[src/rtl/hier_irq_pkg.sv]
package hier_irq_pkg;

    localparam int NUM_GRP   = 3;
    localparam int GRP_IDX_W = $clog2(NUM_GRP);

    typedef enum logic [3:0] {
        RA_CTRL   = 4'd0,
        RA_MASK   = 4'd1,
        RA_TOPID  = 4'd2,
        RA_G0FLAG = 4'd3,
        RA_G0EN   = 4'd4,
        RA_G1FLAG = 4'd5,
        RA_G1EN   = 4'd6,
        RA_G1ID   = 4'd7,
        RA_G2FLAG = 4'd8,
        RA_G2EN   = 4'd9,
        RA_G2ID   = 4'd10
    } reg_addr_e;

endpackage

[src/rtl/irq_src_bank.sv]
// Sticky flags with write-one-to-clear, plus a plain enable register.
module irq_src_bank #(
    parameter int NF = 8,
    parameter int NE = 8,
    parameter int DW = 32
) (
    input  logic          clk,
    input  logic          rst_n,
    input  logic [NF-1:0] set_i,
    input  logic          clr_we_i,
    input  logic          en_we_i,
    input  logic [DW-1:0] wdata_i,
    output logic [NF-1:0] flag_o,
    output logic [NE-1:0] en_o
);

    logic [NF-1:0] flag_q;
    logic [NE-1:0] en_q;
    logic [NF-1:0] clr_mask;

    assign clr_mask = clr_we_i ? wdata_i[NF-1:0] : '0;

    for (genvar i = 0; i < NF; i++) begin : g_flag
        always_ff @(posedge clk or negedge rst_n) begin
            if (!rst_n) begin
                flag_q[i] <= 1'b0;
            end else if (set_i[i]) begin
                flag_q[i] <= 1'b1;
            end else if (clr_mask[i]) begin
                flag_q[i] <= 1'b0;
            end
        end
    end

    always_ff @(posedge clk or negedge rst_n) begin
        if (!rst_n) begin
            en_q <= '0;
        end else if (en_we_i) begin
            en_q <= wdata_i[NE-1:0];
        end
    end

    assign flag_o = flag_q;
    assign en_o   = en_q;

    AST_SET_WINS: assert property (@(posedge clk) disable iff (!rst_n)
        (|set_i) |=> ((flag_q & $past(set_i)) == $past(set_i)));

    AST_FLAG_HOLDS: assert property (@(posedge clk) disable iff (!rst_n)
        (!(|set_i) && !clr_we_i) |=> (flag_q == $past(flag_q)));

    AST_W1C_CLEARS: assert property (@(posedge clk) disable iff (!rst_n)
        clr_we_i |=> ((flag_q & $past(wdata_i[NF-1:0] & ~set_i)) == '0));

endmodule

[src/rtl/irq_g1_ident.sv]
// Folds group-1 flags into its identification word.
module irq_g1_ident #(
    parameter int N_PIN  = 7,
    parameter int N_I2CM = 8,
    parameter int N_SPI  = 3,
    localparam int N_DIRECT = N_PIN + 1,
    localparam int NF       = N_DIRECT + N_I2CM + N_SPI,
    localparam int NE       = N_DIRECT + N_I2CM + 1,
    localparam int NID      = N_DIRECT + 2
) (
    input  logic [NF-1:0]  flag_i,
    input  logic [NE-1:0]  en_i,
    output logic [NID-1:0] id_o,
    output logic           req_o
);

    localparam int I2CM_LO = N_DIRECT;
    localparam int SPI_LO  = N_DIRECT + N_I2CM;
    localparam int SPI_EN  = N_DIRECT + N_I2CM;

    for (genvar i = 0; i < N_DIRECT; i++) begin : g_direct
        assign id_o[i] = flag_i[i] & en_i[i];
    end

    assign id_o[N_DIRECT]     = |(flag_i[I2CM_LO +: N_I2CM] & en_i[I2CM_LO +: N_I2CM]);
    assign id_o[N_DIRECT + 1] = (|flag_i[SPI_LO +: N_SPI]) & en_i[SPI_EN];
    assign req_o              = |id_o;

endmodule

[src/rtl/irq_grp_arbiter.sv]
// Applies group mask and global enable, picks the lowest group.
module irq_grp_arbiter #(
    parameter int NG = 3,
    localparam int IW = (NG > 1) ? $clog2(NG) : 1
) (
    input  logic          clk,
    input  logic          rst_n,
    input  logic          gen_i,
    input  logic [NG-1:0] grp_req_i,
    input  logic [NG-1:0] mask_i,
    output logic [NG-1:0] top_id_o,
    output logic          irq_o,
    output logic [IW-1:0] irq_grp_o
);

    logic [IW-1:0] pick;

    assign top_id_o = grp_req_i & mask_i;

    always_comb begin
        pick = '0;
        for (int g = NG - 1; g >= 0; g--) begin
            if (top_id_o[g]) pick = IW'(g);
        end
    end

    assign irq_o     = gen_i & (|top_id_o);
    assign irq_grp_o = irq_o ? pick : '0;

    AST_LOWEST_GROUP: assert property (@(posedge clk) disable iff (!rst_n)
        irq_o |-> (top_id_o[irq_grp_o] &&
                   ((top_id_o & ((NG'(1) << irq_grp_o) - NG'(1))) == '0)));

endmodule

[src/rtl/hier_irq_ctrl.sv]
module hier_irq_ctrl
    import hier_irq_pkg::*;
#(
    parameter int DW     = 32,
    parameter int AW     = 4,
    parameter int N_G0   = 25,
    parameter int N_PIN1 = 7,
    parameter int N_I2CM = 8,
    parameter int N_SPI  = 3,
    parameter int N_G2   = 4,
    localparam int N_G1F = N_PIN1 + 1 + N_I2CM + N_SPI,
    localparam int N_G1E = N_PIN1 + 1 + N_I2CM + 1,
    localparam int N_G1I = N_PIN1 + 1 + 2
) (
    input  logic                 clk,
    input  logic                 rst_n,
    input  logic [N_G0-1:0]      m0_set_i,
    input  logic [N_G1F-1:0]     m1_set_i,
    input  logic [N_G2-1:0]      m2_set_i,
    input  logic                 reg_we_i,
    input  logic [AW-1:0]        reg_addr_i,
    input  logic [DW-1:0]        reg_wdata_i,
    output logic [DW-1:0]        reg_rdata_o,
    output logic                 irq_o,
    output logic [GRP_IDX_W-1:0] irq_mod_o
);

    logic                 gen_q;
    logic [NUM_GRP-1:0]   mask_q;
    logic [N_G0-1:0]      g0_flag, g0_en;
    logic [N_G1F-1:0]     g1_flag;
    logic [N_G1E-1:0]     g1_en;
    logic [N_G1I-1:0]     g1_id;
    logic [N_G2-1:0]      g2_flag, g2_en, g2_id;
    logic [NUM_GRP-1:0]   grp_req, top_id;
    logic                 g1_req;

    function automatic logic hit(input logic [AW-1:0] a, input reg_addr_e r);
        return reg_we_i && (a == AW'(r));
    endfunction

    always_ff @(posedge clk or negedge rst_n) begin
        if (!rst_n) begin
            gen_q  <= 1'b0;
            mask_q <= '0;
        end else begin
            if (hit(reg_addr_i, RA_CTRL)) gen_q  <= reg_wdata_i[0];
            if (hit(reg_addr_i, RA_MASK)) mask_q <= reg_wdata_i[NUM_GRP-1:0];
        end
    end

    irq_src_bank #(.NF(N_G0), .NE(N_G0), .DW(DW)) u_g0 (
        .clk      (clk),
        .rst_n    (rst_n),
        .set_i    (m0_set_i),
        .clr_we_i (hit(reg_addr_i, RA_G0FLAG)),
        .en_we_i  (hit(reg_addr_i, RA_G0EN)),
        .wdata_i  (reg_wdata_i),
        .flag_o   (g0_flag),
        .en_o     (g0_en)
    );

    irq_src_bank #(.NF(N_G1F), .NE(N_G1E), .DW(DW)) u_g1 (
        .clk      (clk),
        .rst_n    (rst_n),
        .set_i    (m1_set_i),
        .clr_we_i (hit(reg_addr_i, RA_G1FLAG)),
        .en_we_i  (hit(reg_addr_i, RA_G1EN)),
        .wdata_i  (reg_wdata_i),
        .flag_o   (g1_flag),
        .en_o     (g1_en)
    );

    irq_src_bank #(.NF(N_G2), .NE(N_G2), .DW(DW)) u_g2 (
        .clk      (clk),
        .rst_n    (rst_n),
        .set_i    (m2_set_i),
        .clr_we_i (hit(reg_addr_i, RA_G2FLAG)),
        .en_we_i  (hit(reg_addr_i, RA_G2EN)),
        .wdata_i  (reg_wdata_i),
        .flag_o   (g2_flag),
        .en_o     (g2_en)
    );

    irq_g1_ident #(.N_PIN(N_PIN1), .N_I2CM(N_I2CM), .N_SPI(N_SPI)) u_g1_id (
        .flag_i (g1_flag),
        .en_i   (g1_en),
        .id_o   (g1_id),
        .req_o  (g1_req)
    );

    assign g2_id   = g2_flag & g2_en;
    assign grp_req = {|g2_id, g1_req, |(g0_flag & g0_en)};

    irq_grp_arbiter #(.NG(NUM_GRP)) u_arb (
        .clk       (clk),
        .rst_n     (rst_n),
        .gen_i     (gen_q),
        .grp_req_i (grp_req),
        .mask_i    (mask_q),
        .top_id_o  (top_id),
        .irq_o     (irq_o),
        .irq_grp_o (irq_mod_o)
    );

    always_comb begin
        reg_rdata_o = '0;
        case (reg_addr_i)
            AW'(RA_CTRL):   reg_rdata_o[0]           = gen_q;
            AW'(RA_MASK):   reg_rdata_o[NUM_GRP-1:0] = mask_q;
            AW'(RA_TOPID):  reg_rdata_o[NUM_GRP-1:0] = top_id;
            AW'(RA_G0FLAG): reg_rdata_o[N_G0-1:0]    = g0_flag;
            AW'(RA_G0EN):   reg_rdata_o[N_G0-1:0]    = g0_en;
            AW'(RA_G1FLAG): reg_rdata_o[N_G1F-1:0]   = g1_flag;
            AW'(RA_G1EN):   reg_rdata_o[N_G1E-1:0]   = g1_en;
            AW'(RA_G1ID):   reg_rdata_o[N_G1I-1:0]   = g1_id;
            AW'(RA_G2FLAG): reg_rdata_o[N_G2-1:0]    = g2_flag;
            AW'(RA_G2EN):   reg_rdata_o[N_G2-1:0]    = g2_en;
            AW'(RA_G2ID):   reg_rdata_o[N_G2-1:0]    = g2_id;
            default:        reg_rdata_o = '0;
        endcase
    end

    AST_QUIET_WITHOUT_FLAGS: assert property (@(posedge clk) disable iff (!rst_n)
        (!(|g0_flag) && !(|g1_flag) && !(|g2_flag)) |-> !irq_o);

endmodule

[config.mk]
export PLATFORM = sky130hd
export DESIGN_NAME = hier_irq_ctrl
export DESIGN_NICKNAME = d
export VERILOG_FILES = /design/src/rtl/hier_irq_pkg.sv /design/src/rtl/irq_src_bank.sv /design/src/rtl/irq_g1_ident.sv /design/src/rtl/irq_grp_arbiter.sv /design/src/rtl/hier_irq_ctrl.sv
export SDC_FILE = /design/constraint.sdc
export NUM_CORES = 1
export LEC_CHECK = 0
export ABC_CLOCK_PERIOD_IN_PS = 2250
export BUFFER_PORTS_ARGS = -buffer_cell sky130_fd_sc_hd__buf_2
export CORE_UTILIZATION = 25
export DETAILED_ROUTE_END_ITERATION = 10
export GPL_TIMING_DRIVEN = 0
export PLACE_DENSITY_LB_ADDON = 0.05
export RECOVER_POWER = 100
export REMOVE_ABC_BUFFERS = 1
export SLEW_MARGIN = 20
export SYNTH_ARGS = -nofsm -noshare
export SYNTH_HDL_FRONTEND = slang
export SYNTH_SLANG_ARGS = --single-unit
[constraint.sdc]
create_clock -name clk -period 2.25 [get_ports clk]
set_input_delay 0.225 -clock clk [delete_from_list [all_inputs] [get_ports clk]]
set_output_delay 0.225 -clock clk [all_outputs]
set_load 0.05 [all_outputs]
=== Word-level counts from Yosys, hierarchy flattened ===
Index checks and enable logic that the tools add are counted.

* Eq/ne operators: 10
* Multiplexer cells: 110
* Bitwise logic cells: 14
* Reduce and logical (&&, ||, !) cells: 63

{| class="wikitable"
|+ Operator list
! operator !! number
|-
| two-way mux 1 bit || 96
|-
| nonzero test 2 bit || 48
|-
| case mux 6 bit (5 select lines) || 1
|-
| case mux 7 bit (4 select lines) || 1
|-
| bitwise AND 25 bit || 1
|-
| two-way mux 25 bit || 1
|-
| OR reduction 25 bit || 1
|-
| case mux 2 bit (10 select lines) || 1
|-
| two-way mux 19 bit || 1
|-
| OR reduction 17 bit || 1
|-
| == test 4 x 3 -> 1 bit, second input constant || 4
|-
| == test 4 bit, second input constant || 3
|-
| case mux 6 bit (2 select lines) || 1
|-
| case mux 1 bit (11 select lines) || 1
|-
| bitwise AND 1 bit || 10
|-
| bitwise AND 8 bit || 1
|-
| == test 4 x 2 -> 1 bit, second input constant || 2
|-
| logical AND 1 bit || 8
|-
| two-way mux 2 bit || 4
|-
| case mux 1 bit (8 select lines) || 1
|-
| OR reduction 8 bit || 1
|-
| case mux 2 bit (3 select lines) || 1
|-
| OR reduction 3 bit || 2
|-
| bitwise AND 4 bit || 1
|-
| 5 further kinds || 5
|}

* Register bits: 98
* Output and inout bits: 35
* Word-level logic and storage cells: 250

=== Logic depth before layout (Yosys ltp) ===
* Word-level depth: 8
* Mapped depth: 7
* Depth with buffers taken out: 5

=== By module ===
From an unflattened synthesis, not the netlist that was laid out.

* Cells, all modules: 444
* Area, all modules: 5,059.9 sq um

{| class="wikitable"
|+ By module, submodules not included
! module !! instances !! cells each !! area each (sq um) !! sequential area each (sq um)
|-
| irq_src_bank at u_g0 || 1 || 131 || 1,960.6 || 1,251.2
|-
| irq_src_bank at u_g1 || 1 || 95 || 1,390.1 || 900.9
|-
| hier_irq_ctrl || 1 || 171 || 1,251.2 || 100.1
|-
| irq_src_bank at u_g2 || 1 || 20 || 290.3 || 200.2
|-
| irq_g1_ident || 1 || 17 || 120.1 || 0.0
|-
| irq_grp_arbiter || 1 || 10 || 47.5 || 0.0
|}

=== Worst setup path before layout ===
OpenSTA, ideal clock, no wires.

* Path kind: reg-to-output
* Start point: reg u_g0.flag_q[4] (netlist: u_g0.flag_o[4])
* End point: out irq_mod_o[1]
* Data arrival time: 2.732 ns
* Setup slack: -0.707 ns
* Cell stages (with the launch flop): 6
* Buffers on the path: 0
* Path through: dfrtp_1 a22o_1 a221oi_1 nand4_1 o31a_1 nor4bb_1

* Word-level cells in the longest chain between the ends: 6

{| class="wikitable"
|+ Ends and longest elaborated chain
! what !! line !! text
|-
| start: declaration || irq_src_bank.sv:17 || <nowiki>logic [NF-1:0] flag_q;</nowiki>
|-
| start signal: indexed assignment || irq_src_bank.sv:26 || <nowiki>flag_q[i] <= 1'b0;</nowiki>
|-
| start signal: indexed assignment || irq_src_bank.sv:28 || <nowiki>flag_q[i] <= 1'b1;</nowiki>
|-
| start signal: indexed assignment || irq_src_bank.sv:30 || <nowiki>flag_q[i] <= 1'b0;</nowiki>
|-
| bitwise AND 25 bit * || hier_irq_ctrl.sv:93 || <nowiki>assign grp_req = {|g2_id, g1_req, |(g0_flag & g0_en)};</nowiki>
|-
| OR reduction 25 bit * || hier_irq_ctrl.sv:93 ||
|-
| bitwise AND 3 bit * || irq_grp_arbiter.sv:18 || <nowiki>assign top_id_o = grp_req_i & mask_i;</nowiki>
|-
| OR reduction 3 bit || irq_grp_arbiter.sv:27 || <nowiki>assign irq_o = gen_i & (|top_id_o);</nowiki>
|-
| bitwise AND 1 bit || irq_grp_arbiter.sv:27 ||
|-
| two-way mux 2 bit * || irq_grp_arbiter.sv:28 || <nowiki>assign irq_grp_o = irq_o ? pick : '0;</nowiki>
|-
| end: declaration || hier_irq_ctrl.sv:25 || <nowiki>output logic [GRP_IDX_W-1:0] irq_mod_o</nowiki>
|}

Every way passes the cells marked *; elsewhere a longest branch is shown, timed or not.

=== Final worst setup path ===
* Start point: reg u_g0.en_q[4] (netlist: u_g0.en_o[4])
* End point: out reg_rdata_o[0]

* Word-level cells in the longest chain between the ends: 4

{| class="wikitable"
|+ Ends and longest elaborated chain
! what !! line !! text
|-
| start: declaration || irq_src_bank.sv:18 || <nowiki>logic [NE-1:0] en_q;</nowiki>
|-
| start signal: assignment || irq_src_bank.sv:39 || <nowiki>en_q <= wdata_i[NE-1:0];</nowiki>
|-
| bitwise AND 25 bit || hier_irq_ctrl.sv:93 ||
|-
| OR reduction 25 bit || hier_irq_ctrl.sv:93 ||
|-
| bitwise AND 3 bit || irq_grp_arbiter.sv:18 ||
|-
| case mux 1 bit (11 select lines) || hier_irq_ctrl.sv:108 || <nowiki>case (reg_addr_i)</nowiki>
|-
| end: declaration || hier_irq_ctrl.sv:23 || <nowiki>output logic [DW-1:0] reg_rdata_o,</nowiki>
|}

Every way passes these cells.

==> reports/metrics.csv <==
metric,value,unit
status,finished with violations,
violations,negative setup slack,
grt_max_degree,51,
powerDensity,776,mW/mm²
h-tree-depth,3,
hold_start,m0_set_i[21],
die_y,140,µm
hold_path.class,in -> reg,
holdPathStages,2,
ys_warn_count,0,
die_x,140,µm
vdd_drop_max,0.396,mV
min_period,2.50,ns
clockBufferDepth,2,
final.setup.worst_slack,-0.250,ns
rr_worst_depth,2,
path_clk_slew,0.07,ns
synth_ff_type,dfrtp_1,
synthesis.area,0.00477,mm²
drcViolationCount,0,
hold_viol,0,
async_reset_ff_share,100,%
setup.worst_path.class,reg -> out,
syn_avg_cell_area,11.3,µm²
synth_top_area_share,51.5,%
layout-area-overhead-vs-synth,29.1,%
ys_types,46,
wl,16100,µm
grt_setup_unrepaired,true,
vias,3883,
multi_input_area,0.00225,mm²
rows,50,
dp_hpwl,11000,µm
clock_latency,0.35,ns
layout_commonest_cell,dfrtp_1,
start_kind,flop,
ios,122,
synth_area_leaders,"dfrtp_1, a21o_1, mux2_2",
fmax,0.400,GHz
p_total,4.77,mW
nNetsFinal,636,
maxCapViolCount,0,
worstSetupStartpoint,u_g0.en_o[4],
drv_slew,0,
grt_pass1_vias,4228,
synth_cells,423,
relSlewSlack,11.4,%
fp.dieArea,0.0196,mm²
crit_path_end_kind,output pin,
finClkSkew,0,ns
cp.required,2.03,ns
clkSinkCount,98,
grt_pass1_wl,25100,µm
hold_slack,0.0482,ns
path_max_fanout,4,
dr.pass1.iters,5,
p_leak,2.60,nW
cts_tree,built,
tns,-6.36,ns
grt-ovfl-total,0,
ys_seq_area_share,51.5,%
wl_per_cell,20.5,µm
reg2reg_from,u_g0.en_o[4],
period_share,111,%
synth_edf_count,0,
start_util,25.5,%
ys_ff_latch,98,
crit_arrival,2.28,ns
grtUsageTotal,17.3,%
drt_iter0_drc,166,
routabilityCongestion,0.771,
num-fill-cells,1911,
final_core_util,32.9,%
vias_per_cell,4.93,
core_area,0.0187,mm²
drive_gt1_share,35.4,%
diodes,0,
worst_pin_slew,1.33,ns
io_buffers,107,
antenna_found_initial,1,
ant_nets,0,
cts_root_buf,clkbuf_16,
dp_slack,-0.611,ns
setup_viol,87,
mostFrequentLayoutCells,"dfrtp_1, buf_2, nand2_1, a21o_1, a22oi_1",
ff_latch_area,0.00245,mm²
synth_area_leader_cell,dfrtp_1,
cts_buffers,9,
repair_timing:
item | 4_1_cts | 5_1_grt
setup buffers | 19 | 2
gates resized for setup | 20 | 9
hold endpoints to repair | 48 | 0
gates cloned | 1 | 0
pin swaps | 13 | 5
endpoints found under the setup margin | 33 | 19
hold buffers | 1 | 0
through the flow:
stage	cell area [µm²]	cells
4_1_cts	6150	785
3_3_place_gp	5460	744
3_5_place_dp	5600	749
6_report	6150	787
2_1_floorplan	4630	403
5_1_grt	6150	787
synth_stat cells (all sizes together) (2+ instances only):
cell type  number
dfrtp          98
nand2          62
mux2           51
a21o           50
a22oi          38
buf            19
o21ai          10
a21oi           9
inv             9
a222oi          8
a22o            7
clkbuf          7
nor2            6
nor3            5
nand3b          4
nand4           4
nor2b           4
mux2i           3
nand2b          3
nand3           3
o31a            3
a221oi          2
and2            2
nor3b           2
nor4b           2
registers in the layout (all words and copies together), names as in the netlist:
name,flops
u_g0.en_o,25
u_g0.flag_o,25
u_g1.flag_o,19
u_g1.en_o,17
u_g2.en_o,4
u_g2.flag_o,4
mask_q,3
gen_q,1
where the power goes:
part / leakage (nW) / internal, mW / switching, mW / total (mW)
Combinational: 1.42 / 0.449 / 0.567 / 1.02
Clock: 0.142 / 0.885 / 0.682 / 1.57
Sequential: 1.04 / 1.98 / 0.205 / 2.19
Total: 2.60 / 3.32 / 1.45 / 4.77
final cells by class:
type,instances,area share (%)
flip-flops and latches,98,39.9
inverters,9,0.549
clock inverters,3,0.651
clock buffers,12,4.01
repair buffers,134,13.6
well taps,234,4.76
multi-input cells,297,36.5
worst paths after layout:
path / to / slack, ns
worst max-delay path: reg_rdata_o[0] / -0.25
worst min-delay path: u_g0.flag_o[21] / 0.05
worst max register to register: u_g0.en_o[4] / 1.35
worst min register to register: u_g1.flag_o[1] / 0.50
max in group asynchronous: u_g1.en_o[14] / 0.42
min in group asynchronous: u_g0.en_o[0] / 0.70
cells by family after synthesis:
kind of cell | Yosys count | share of synthesized area (%)
AOI/OAI and AO/OA | 137 | 21.5
DFF | 98 | 51.5
and+or+nand+nor | 98 | 10.3
muxes | 54 | 12.7
buffers and inverters | 35 | 3.96
other | 1 | 0.0787
worst max-delay path, stage by stage (launching register included):
cell	delay, ns
dfrtp_1	0.37
a22o_1	0.28
a221oi_2	0.17
nand4_1	0.16
o31a_1	0.38
a221o_1	0.39
buf_6	0.17
per-layer routing:
| layer | wire (µm) | track usage [%] | share of wire, % |
|---|---|---|---|
| met5 | 12 | 0 | 0.074 |
| met2 | 7600 | 27.6 | 47 |
| met3 | 777 | 3.56 | 4.8 |
| met4 | 286 | 5.49 | 1.8 |
| met1 | 7450 | 23.4 | 46 |
(Power assumes the default switching activity.)
